## src/rtl/xcvr_pkg.sv

```systemverilog
package xcvr_pkg;
  localparam int unsigned DIRS = 2;

  typedef enum logic {
    DIR_AB = 1'b0,
    DIR_BA = 1'b1
  } dir_e;

  typedef struct packed {
    logic oe_n;
    logic le;
    logic pclk;
    logic ce_n;
  } lane_ctrl_t;
endpackage

```

## src/rtl/edge_sync.sv

```systemverilog
module edge_sync #(
  parameter int unsigned STAGES = 2
) (
  input  logic clk_i,
  input  logic rst_ni,
  input  logic async_i,
  output logic rise_o
);
  // sh[STAGES-1] is the synchronized sample, sh[STAGES] the previous one
  logic [STAGES:0] sh_q;

  always_ff @(posedge clk_i or negedge rst_ni) begin
    if (!rst_ni) sh_q <= '0;
    else         sh_q <= {sh_q[STAGES-1:0], async_i};
  end

  assign rise_o = sh_q[STAGES-1] & ~sh_q[STAGES];
endmodule

```

## src/rtl/xcvr_lane.sv

```systemverilog
module xcvr_lane #(
  parameter int unsigned W = 17
) (
  input  logic         clk_i,
  input  logic         rst_ni,
  input  logic [W-1:0] din_i,
  input  logic         le_i,
  input  logic         rise_i,
  input  logic         ce_ni,
  output logic [W-1:0] dout_o
);
  logic [W-1:0] store_q;

  always_ff @(posedge clk_i or negedge rst_ni) begin
    if (!rst_ni)                store_q <= '0;
    else if (le_i)              store_q <= din_i;   // track while transparent
    else if (rise_i && !ce_ni)  store_q <= din_i;   // clocked capture
  end

  assign dout_o = le_i ? din_i : store_q;
endmodule

```

## src/rtl/conflict_guard.sv

```systemverilog
module conflict_guard #(
  parameter int unsigned N = 2
) (
  input  logic         clk_i,
  input  logic         rst_ni,
  input  logic [N-1:0] oe_ni,
  output logic [N-1:0] drv_o,
  output logic         err_o
);
  logic [N-1:0] on;
  logic         clash;
  logic         err_q;

  assign on    = ~oe_ni;
  assign clash = ($countones(on) > 1);

  always_ff @(posedge clk_i or negedge rst_ni) begin
    if (!rst_ni)    err_q <= 1'b0;
    else if (clash) err_q <= 1'b1;
  end

  assign drv_o = on & {N{~clash & ~err_q}};
  assign err_o = err_q;
endmodule

```

## src/rtl/bus_xcvr_lr.sv

```systemverilog
module bus_xcvr_lr
  import xcvr_pkg::*;
#(
  parameter int unsigned W           = 17,
  parameter int unsigned SYNC_STAGES = 2
) (
  input  logic         clk_i,
  input  logic         rst_ni,
  input  logic [W-1:0] a_data_i,
  input  logic [W-1:0] b_data_i,
  input  logic         ab_oe_ni,
  input  logic         ab_le_i,
  input  logic         ab_clk_i,
  input  logic         ab_ce_ni,
  input  logic         ba_oe_ni,
  input  logic         ba_le_i,
  input  logic         ba_clk_i,
  input  logic         ba_ce_ni,
  output logic [W-1:0] b_data_o,
  output logic         b_drv_o,
  output logic [W-1:0] a_data_o,
  output logic         a_drv_o,
  output logic         conflict_o
);
  lane_ctrl_t          ctrl [DIRS];
  logic [W-1:0]        din  [DIRS];
  logic [W-1:0]        dout [DIRS];
  logic [DIRS-1:0]     rise;
  logic [DIRS-1:0]     oe_n;
  logic [DIRS-1:0]     drv;

  assign ctrl[DIR_AB] = '{oe_n: ab_oe_ni, le: ab_le_i, pclk: ab_clk_i, ce_n: ab_ce_ni};
  assign ctrl[DIR_BA] = '{oe_n: ba_oe_ni, le: ba_le_i, pclk: ba_clk_i, ce_n: ba_ce_ni};
  assign din[DIR_AB]  = a_data_i;
  assign din[DIR_BA]  = b_data_i;

  for (genvar d = 0; d < DIRS; d++) begin : g_dir
    edge_sync #(.STAGES(SYNC_STAGES)) u_sync (
      .clk_i  (clk_i),
      .rst_ni (rst_ni),
      .async_i(ctrl[d].pclk),
      .rise_o (rise[d])
    );

    xcvr_lane #(.W(W)) u_lane (
      .clk_i (clk_i),
      .rst_ni(rst_ni),
      .din_i (din[d]),
      .le_i  (ctrl[d].le),
      .rise_i(rise[d]),
      .ce_ni (ctrl[d].ce_n),
      .dout_o(dout[d])
    );

    assign oe_n[d] = ctrl[d].oe_n;
  end

  conflict_guard #(.N(DIRS)) u_guard (
    .clk_i (clk_i),
    .rst_ni(rst_ni),
    .oe_ni (oe_n),
    .drv_o (drv),
    .err_o (conflict_o)
  );

  assign b_data_o = dout[DIR_AB];
  assign a_data_o = dout[DIR_BA];
  assign b_drv_o  = drv[DIR_AB];
  assign a_drv_o  = drv[DIR_BA];
endmodule

```

## config.mk

```make
export PLATFORM = sky130hd
export DESIGN_NAME = bus_xcvr_lr
export DESIGN_NICKNAME = d
export VERILOG_FILES = /design/src/rtl/xcvr_pkg.sv /design/src/rtl/edge_sync.sv /design/src/rtl/xcvr_lane.sv /design/src/rtl/conflict_guard.sv /design/src/rtl/bus_xcvr_lr.sv
export SDC_FILE = /design/constraint.sdc
export NUM_CORES = 1
export LEC_CHECK = 0
export BUFFER_PORTS_ARGS = -buffer_cell sky130_fd_sc_hd__clkbuf_2
export CAP_MARGIN = 15
export CORE_AREA = 2 2 76 132
export DETAILED_ROUTE_END_ITERATION = 8
export DIE_AREA = 0 0 78 134
export MAX_ROUTING_LAYER = met4
export PLACE_DENSITY_LB_ADDON = 0.15
export SYNTH_ARGS = -nofsm -noshare
export SYNTH_HDL_FRONTEND = slang
export SYNTH_SLANG_ARGS = --single-unit
export TNS_END_PERCENT = 100
```

## constraint.sdc

```tcl
create_clock -name clk_i -period 1.26 [get_ports clk_i]
set_input_delay 0.252 -clock clk_i [delete_from_list [all_inputs] [get_ports clk_i]]
set_output_delay 0.252 -clock clk_i [all_outputs]
set_load 0.01 [all_outputs]
```

# [Yosys cells after proc, flatten, opt, wreduce, memory -nomap -nowiden]
# Cells that the tools add are included.
[word_totals] output_inout_bits=37 ff_bits=41 word_cells=28 in_bits=44
[op_classes] muxes=6 order_cmp=1 addsub=1 reduce_logical=6 bitwise=9
[ops] cell="$mux 17" n=6
[ops] cell="$gt 32x2->1 const B" n=1
[ops] cell="$not 1->1" n=4
[ops] cell="$reduce_bool 2->1" n=2
[ops] cell="$and 1x1->1" n=3
[ops] cell="$add 1x1->2" n=1
[ops] cell="$and 2x2->2" n=1
[ops] cell="$logic_and 1x1->1" n=2
[ops] cell="$logic_not 1->1" n=2
[ops] cell="$not 2->2" n=1

# [Longest topological paths before layout]
# Gate-level depths: netlist of run 1.
[logic_depth] ltp_word=6 ltp_mapped=4 depth_no_buf=2

# [Hierarchy]
# Synthesis of run 1 repeated with hierarchy kept, for this count alone.
[unflattened] hier_cells=124 area_unflattened_um2=2029.4
[modules_own_cells] mod="xcvr_lane" seq_area_each_um2=425.4 area_per_inst_um2=902.1 cells_per_inst=56 n_inst=2
[modules_own_cells] mod="edge_sync" seq_area_each_um2=75.1 area_per_inst_um2=88.8 cells_per_inst=4 n_inst=2
[modules_own_cells] mod="conflict_guard" seq_area_each_um2=25.0 area_per_inst_um2=47.5 cells_per_inst=4 n_inst=1

# [Least setup slack after synthesis of run 1]
# OpenSTA, ideal clock, no wires.
[synth_path] kind="register to register" from="reg g_dir[0].u_sync.sh_q[2]" to="reg g_dir[0].u_lane.store_q[10]" arrival_ns=1.002 n_path_buf=1 required_time_ns=1.129 setup_ns=0.131 path_slack_ns=0.127 stages_incl_launch_ff=4 synth_period_minus_slack_ns=1.133 path_cell_list="dfrtp_1 > nor3b_4 > buf_6 > o211ai_1"
[synth_between] elab_chain_len=4
[synth_lines] element="from (decl)" line="edge_sync.sv:10" source="logic [STAGES:0] sh_q;"
[synth_lines] element="from (signal assigned)" line="edge_sync.sv:14" source="else sh_q <= {sh_q[STAGES-1:0], async_i};"
[synth_lines] element="$not 1->1" line="edge_sync.sv:17" source="assign rise_o = sh_q[STAGES-1] & ~sh_q[STAGES];"
[synth_lines] element="$and 1x1->1" line="edge_sync.sv:17"
[synth_lines] element="$logic_and 1x1->1" line="xcvr_lane.sv:17" source="else if (rise_i && !ce_ni) store_q <= din_i;"
[synth_lines] element="$reduce_bool 2->1 (no line)"
[synth_lines] element="to (signal assigned)" line="xcvr_lane.sv:16" source="else if (le_i) store_q <= din_i;"
[synth_lines] element="to (signal assigned)" line="xcvr_lane.sv:17"
[synth_lines] element="to (decl)" line="xcvr_lane.sv:12" source="logic [W-1:0] store_q;"
# Every way passes these cells.
# A chain may end at the register's enable or synchronous reset.

# [Final worst setup path of run 1]
[layout_path] from="reg u_guard.err_q (netlist: u_guard.err_o)" to="out b_drv_o"
[layout_between] elab_chain_len=3
[layout_lines] element="from (decl)" line="conflict_guard.sv:12" source="logic err_q;"
[layout_lines] element="from (signal assigned)" line="conflict_guard.sv:18" source="if (!rst_ni) err_q <= 1'b0;"
[layout_lines] element="from (signal assigned)" line="conflict_guard.sv:19" source="else if (clash) err_q <= 1'b1;"
[layout_lines] element="$not 1->1" line="conflict_guard.sv:22" source="assign drv_o = on & {N{~clash & ~err_q}};"
[layout_lines] element="$and 1x1->1" line="conflict_guard.sv:22"
[layout_lines] element="$and 2x2->2" line="conflict_guard.sv:22"
[layout_lines] element="to (decl)" line="bus_xcvr_lr.sv:20" source="output logic b_drv_o,"
# Every way passes these cells.

==> impl_metrics.csv, run 1 <==
group,metric,value,unit
run_status,status,"complete, no violations",
grt,first_global_vias,2095,
hold_path,min_from,"ab_clk_i",
finish,num_antenna_cells,0,
yosys,mappedNetlistArea,0.00227,mm2
setup_path,cp_max_fanout,3,
yosys,count_of_yosys_warnings_during_synthesis,0,
hold_path,hold-path-endpoint,"g_dir[0].u_sync.sh_q[0]",
grt,initial_antenna_violation_count,0,
power,report.power.total,0.00347,W
floorplanning,die_h,134,um
sta,worstMarginPinSlew,0.275,ns
clock_network,worst_setup_hold_path_clk_slew,0.06,ns
clock_network,clockBufferDepth,2,
finish,post_route_cells_drive_above_1_share,34.6,%
floorplanning,placementRows,47,
power,clockPowerShare,37.0,%
power,internal-power,0.00255,W
clock_network,cts_tree,"yes",
routing,route.antenna.remaining_nets,0,
sta,maxClockFrequency,0.797,GHz
clock_network,htreeDepth,2,
floorplanning,floorplan.initialDensity,24.1,%
sta,final.setup_skew,0.00698,ns
floorplanning,die_area,0.0105,mm2
sta,finalMaxSlewViolations,0,
floorplanning,die_w,78,um
setup_path,timing.critical_path.to_type,"output port",
placed_design,placedCellCount,434,
power,powerDensity,1120,mW/mm2
job,max_cap_viols,0,
setup_path,timing.critical_path.arrival,1.00,ns
clock_network,numCtsBuffers,5,
clock_network,clk_tree_root_cell,"sky130_fd_sc_hd__clkbuf_16",
hold_path,worstHoldPathCells,1,
power,netSwitchingPower,0.000921,W
placed_design,hpwlAfterDp,4380,um
routing,totalWireLength,6160,um
sta,final_hold_viol_count,0,
yosys,fraction_of_the_yosys_area_taken_by_sequential_cells,45.2,%
power,power_switching_share,26.6,%
sta,final.period_utilization,99.6,%
setup_path,worstReg2RegEnd,"g_dir[1].u_lane.store_q[8]",
setup_path,setup.reg_to_reg.worst_slack,0.07,ns
routing,drc,0,
sta,final-setup-viol-count,0,
setup_path,category_of_the_critical_setup_timing_path,"reg2out",
yosys,avgSynthCellArea,9.87,um2
floorplanning,design.portCount,81,
yosys,syn-instance-count,230,
clock_network,cts.sink_count,41,
yosys,ys_seq_elements,41,
setup_path,crit-reg2reg-launch,"g_dir[1].u_sync.sh_q[2]",
finish,final_net_count,365,
grt,global_route.overflow_total,0,
sta,max_slew_margin,81.6,%
yosys,syn-num-nets,274,
routing,drt_iter0_drc,48,
grt,grt_max_degree,42,
sta,period_needed,1.25,ns
power,combinationalPowerShare,20.1,%
grt,all_layer_global_routing_usage,13.1,%
placed_design,gpl_congestion,0.740,
setup_path,critPathLaunchType,"flip-flop",
finish,synthToLayoutAreaGrowth,35.8,%
setup_path,worstPathRequired,1.01,ns
power,total_leakage_power,1.47,nW
clock_network,worstSkewPairLatency,0.28,ns
routing,drtPass1Iterations,4,
routing,via_count,2019,
grt,grt_first_pass_wirelength,10500,um
hold_path,min-delay-path-class,"in2reg",
sta,rsz_0062_raised_after_global_routing,"true",
power,vdd.ir_drop.worst,0.586,mV
routing,routed_wire_length_per_instance,13.9,um
floorplanning,core,0.00941,mm2
finish,layout.cells.non_filler,443,
setup_path,worst_r2r_path_depth,2,
routing,routed_via_density,4.56,
power,power.share.sequential,42.9,%
yosys,post_synth_num_cell_types,13,
placed_design,total_of_buffers_placed_on_input_and_output_ports,80,
kinds of logic after synthesis:
kind of cell	after synthesis	share of synthesized area, %
AOI/OAI and AO/OA	35	11.8
DFF	41	45.2
buffers and inverters	14	3.20
and+or+nand+nor	140	39.8
synthesized netlist by cell type:
cell type | number | area share, %
sky130_fd_sc_hd__nand2b_1 | 34 | 9.4
sky130_fd_sc_hd__nand2_1 | 68 | 11
sky130_fd_sc_hd__nor3b_1 | 2 | 0.66
sky130_fd_sc_hd__or4bb_1 | 12 | 6.0
sky130_fd_sc_hd__nor3b_4 | 2 | 1.7
sky130_fd_sc_hd__nand4bb_1 | 22 | 11
sky130_fd_sc_hd__buf_6 | 2 | 0.99
sky130_fd_sc_hd__dfrtp_1 | 41 | 45
sky130_fd_sc_hd__o211ai_2 | 1 | 0.55
sky130_fd_sc_hd__o211ai_1 | 33 | 11
sky130_fd_sc_hd__clkbuf_1 | 8 | 1.3
sky130_fd_sc_hd__buf_2 | 4 | 0.88
sky130_fd_sc_hd__o21bai_1 | 1 | 0.33
through the flow:
stage               setup slack (ns)  hold slack [ns]  setup TNS [ns]  utilization, %  cell area, um2
detailed placement            0.0375            0.256               0            30.9            2910
global placement              0.0424            0.257               0            30.9            2910
CTS                         -0.00479           0.0641        -0.00479            32.7            3080
finish                       0.00503           0.0778               0            32.8            3080
global route                 -0.0725           0.0676          -0.142            32.8            3080
floorplan                      0.127          -0.0436               0               -            2270
power groups by stage:
stage | logic [W] | registers (W) | clock network, W
2_1_floorplan | 0.000379 | 0.00150 | 0
3_3_place_gp | 0.000704 | 0.00151 | 0
3_5_place_dp | 0.000707 | 0.00151 | 0
4_1_cts | 0.000714 | 0.00149 | 0.00134
5_1_grt | 0.000787 | 0.00150 | 0.00139
6_report | 0.000697 | 0.00149 | 0.00128
state kept, by name, indices dropped and copies added, names as in the netlist:
name                  flops
g_dir.u_lane.store_q     34
u_guard.err_o             1
g_dir.u_sync.sh_q         6
cell usage in the layout, fill, tap and decap left out, types with 3 or more instances in the layout:
cell	synthesis	layout
sky130_fd_sc_hd__clkbuf_2	0	78
sky130_fd_sc_hd__nand2_1	68	68
sky130_fd_sc_hd__dfrtp_1	41	38
sky130_fd_sc_hd__nand2b_1	34	34
sky130_fd_sc_hd__o211ai_1	33	33
sky130_fd_sc_hd__nand4bb_1	22	22
sky130_fd_sc_hd__buf_4	0	14
sky130_fd_sc_hd__or4bb_1	12	12
sky130_fd_sc_hd__clkbuf_16	0	5
sky130_fd_sc_hd__dfrtp_2	0	3
sky130_fd_sc_hd__buf_12	0	3
worst max-delay path, cell delays in order (launching register included):
cell,delay (ns)
sky130_fd_sc_hd__dfrtp_1,0.41
sky130_fd_sc_hd__nor3b_2,0.17
sky130_fd_sc_hd__buf_2,0.15
cell type report:
type                            instances  area, um2
Fill cell                            1016       6330
Multi-Input combinational cell        175       1180
Sequential cell                        41       1030
Timing Repair Buffer                   98        576
Tap cell                              122        153
Clock buffer                            7        143
how the worst max path moves through the flow:
stage,from,to,slack [ns],cells past startpoint
global route,u_guard.err_o,a_drv_o,-0.07,2
detailed placement,g_dir[1].u_sync.sh_q[2],g_dir[1].u_lane.store_q[7],0.04,2
global placement,g_dir[1].u_sync.sh_q[2],g_dir[1].u_lane.store_q[8],0.04,2
CTS,u_guard.err_o,a_drv_o,-0.005,2
floorplan,g_dir[0].u_sync.sh_q[2],g_dir[0].u_lane.store_q[10],0.13,3
finish,u_guard.err_o,b_drv_o,0.005,2
metal layers:
metal | vias to the layer above | routed length, um | global-route usage (%)
li1 | 1007 | - | -
met1 | 958 | 2580 | 14.9
met2 | 48 | 3220 | 22.5
met3 | 6 | 240 | 2.36
met4 | 0 | 120 | 5.36
met5 | - | 0 | -
what timing repair did:
item / CTS / global route
hold buffers: 1 / 0
hold endpoints to repair: 41 / 0
setup buffers: 1 / 0
setup endpoints to repair: 2 / 17
pin swaps: 1 / 0
gates resized for setup: 2 / 5
No activity file was read; power rests on OpenSTA's default activity.
==> inputs of run 2 (changes only) <==
Settings changed: REMOVE_ABC_BUFFERS set to 1.
==> impl_metrics.csv, run 2 (synthesis results as in run 1) <==
group,metric,value,unit
setup_path,cpPeakStageDelay,0.41,ns
routing,via_count,2020,
floorplanning,placementRows,47,
placed_design,gpl_congestion,0.695,
routing,drc,0,
clock_network,clk_tree_root_cell,"sky130_fd_sc_hd__clkbuf_16",
hold_path,worstHoldPathCells,1,
grt,first_global_vias,2060,
sta,max_slew_margin,81.0,%
placed_design,place_area,0.00290,mm2
sta,final.setup_skew,0.00329,ns
clock_network,clockBufferDepth,2,
finish,layout.cells.non_filler,441,
setup_path,setup.reg_to_reg.worst_slack,0.07,ns
finish,most-common-layout-cells,"sky130_fd_sc_hd__clkbuf_2, sky130_fd_sc_hd__nand2_1, sky130_fd_sc_hd__dfrtp_1",
routing,drtPass1Iterations,4,
routing,route.antenna.remaining_nets,0,
setup_path,category_of_the_critical_setup_timing_path,"reg2out",
sta,final_hold_viol_count,0,
routing,routed_wire_length_per_instance,14.3,um
routing,totalWireLength,6300,um
setup_path,cp_max_fanout,3,
setup_path,worst_r2r_path_depth,2,
floorplanning,core,0.00941,mm2
finish,num_antenna_cells,0,
clock_network,worst_setup_hold_path_clk_slew,0.06,ns
power,vdd.ir_drop.worst,0.750,mV
routing,routed_via_density,4.58,
setup_path,crit-reg2reg-launch,"g_dir[1].u_sync.sh_q[2]",
floorplanning,design.portCount,81,
setup_path,timing.critical_path.to_type,"output port",
sta,final.setup.worst_slack,-0.0225,ns
finish,final_net_count,362,
sta,maxClockFrequency,0.780,GHz
setup_path,timing.critical_path.cells,"nor3b_2 > buf_2",
clock_network,htreeDepth,2,
floorplanning,floorplan.initialDensity,24.1,%
sta,final.period_utilization,102,%
power,powerDensity,1120,mW/mm2
floorplanning,die_w,78,um
hold_path,min_from,"ba_clk_i",
hold_path,min-delay-path-class,"in2reg",
clock_network,worstSkewPairLatency,0.28,ns
job,max_cap_viols,0,
grt,grt_first_pass_wirelength,10500,um
placed_design,total_of_buffers_placed_on_input_and_output_ports,80,
finish,post_route_cells_drive_above_1_share,33.9,%
floorplanning,die_h,134,um
sta,worstMarginPinSlew,0.285,ns
grt,global_route.overflow_total,0,
power,report.power.total,0.00344,W
sta,rsz_0062_raised_after_global_routing,"true",
hold_path,hold-path-endpoint,"g_dir[1].u_sync.sh_q[0]",
run_status,status,"finished with violations",
sta,period_needed,1.28,ns
finish,post-route-util,32.6,%
setup_path,timing.critical_path.arrival,1.03,ns
sta,totalNegativeSetupSlack,-0.0225,ns
grt,all_layer_global_routing_usage,12.8,%
setup_path,crit_path_top_delay_cell,"sky130_fd_sc_hd__dfrtp_1",
finish,top_register,"g_dir.u_lane.store_q",
setup_path,critPathLaunchType,"flip-flop",
floorplanning,die_area,0.0105,mm2
clock_network,numCtsBuffers,5,
sta,final-setup-viol-count,1,
run_status,failed_checks,"setup timing",
setup_path,worstReg2RegEnd,"g_dir[1].u_lane.store_q[11]",
grt,initial_antenna_violation_count,0,
grt,grt_max_degree,42,
clock_network,cts_tree,"yes",
setup_path,worstPathRequired,1.01,ns
finish,fin_area,0.00307,mm2
finish,largest_register_ff_count,34,
finish,mostFrequentLayoutCell,"sky130_fd_sc_hd__clkbuf_2",
finish,synthToLayoutAreaGrowth,35.1,%
clock_network,cts.sink_count,41,
routing,drt_iter0_drc,61,
finish,filler_cell_count,1006,
placed_design,hpwlAfterDp,4490,um
power,total_leakage_power,1.45,nW
placed_design,placedCellCount,431,
sta,finalMaxSlewViolations,0,
run 2: per-stage QoR:
stage	worst slack (ns)	hold WS (ns)
3_3_place_gp	0.0406	0.262
3_5_place_dp	0.0119	0.260
5_1_grt	-0.0526	0.0642
4_1_cts	-0.0123	0.0605
6_report	-0.0225	0.0709
2_1_floorplan	-0.108	-0.0436
run 2: cell type report:
type | count | area (um2) | share of cell area [%]
Clock buffer | 8 | 136 | 4.45
Tap cell | 122 | 153 | 4.98
Sequential cell | 41 | 1030 | 33.6
Timing Repair Buffer | 95 | 566 | 18.4
Multi-Input combinational cell | 175 | 1180 | 38.5
run 2: critical path: cells and delay by family (launching register included):
family	cells	cell delay [ns]
simple gates	1	0.18
flops	1	0.41
buf+inv	1	0.15
run 2: metal layers:
layer  GRT usage (%)  up-vias  part of all wire, %
met2            22.5       65                   50
met3            3.03        5                  6.0
met5               -        -                    0
met1            14.2      950                   42
met4            4.09        0                  1.5
li1                -     1000                    -
run 2: how the worst max path moves through the flow:
stage,startpoint,to,cells past startpoint
after global routing,u_guard.err_o,a_drv_o,2
final,u_guard.err_o,a_drv_o,2
after floorplan,g_dir[0].u_sync.sh_q[1],g_dir[0].u_lane.store_q[1],2
after detailed placement,g_dir[1].u_sync.sh_q[2],g_dir[1].u_lane.store_q[11],2
after CTS,u_guard.err_o,a_drv_o,2
after global placement,g_dir[0].u_sync.sh_q[2],g_dir[0].u_lane.store_q[1],2
run 2: what timing repair did:
item / in CTS / in global routing
setup buffers: 1 / 0
hold buffers: 1 / 0
gates resized for setup: 2 / 7
hold endpoints to repair: 41 / 0
gates cloned: 0 / 0
setup endpoints to repair: 2 / 34
pin swaps: 1 / 1
run 2: report_power, final:
group | internal (W) | leakage (nW) | switching, W
combinational | 0.000323 | 0.903 | 0.000363
clock | 0.000738 | 0.0652 | 0.000523
sequential | 0.00144 | 0.483 | 0.0000519
total | 0.00250 | 1.45 | 0.000939
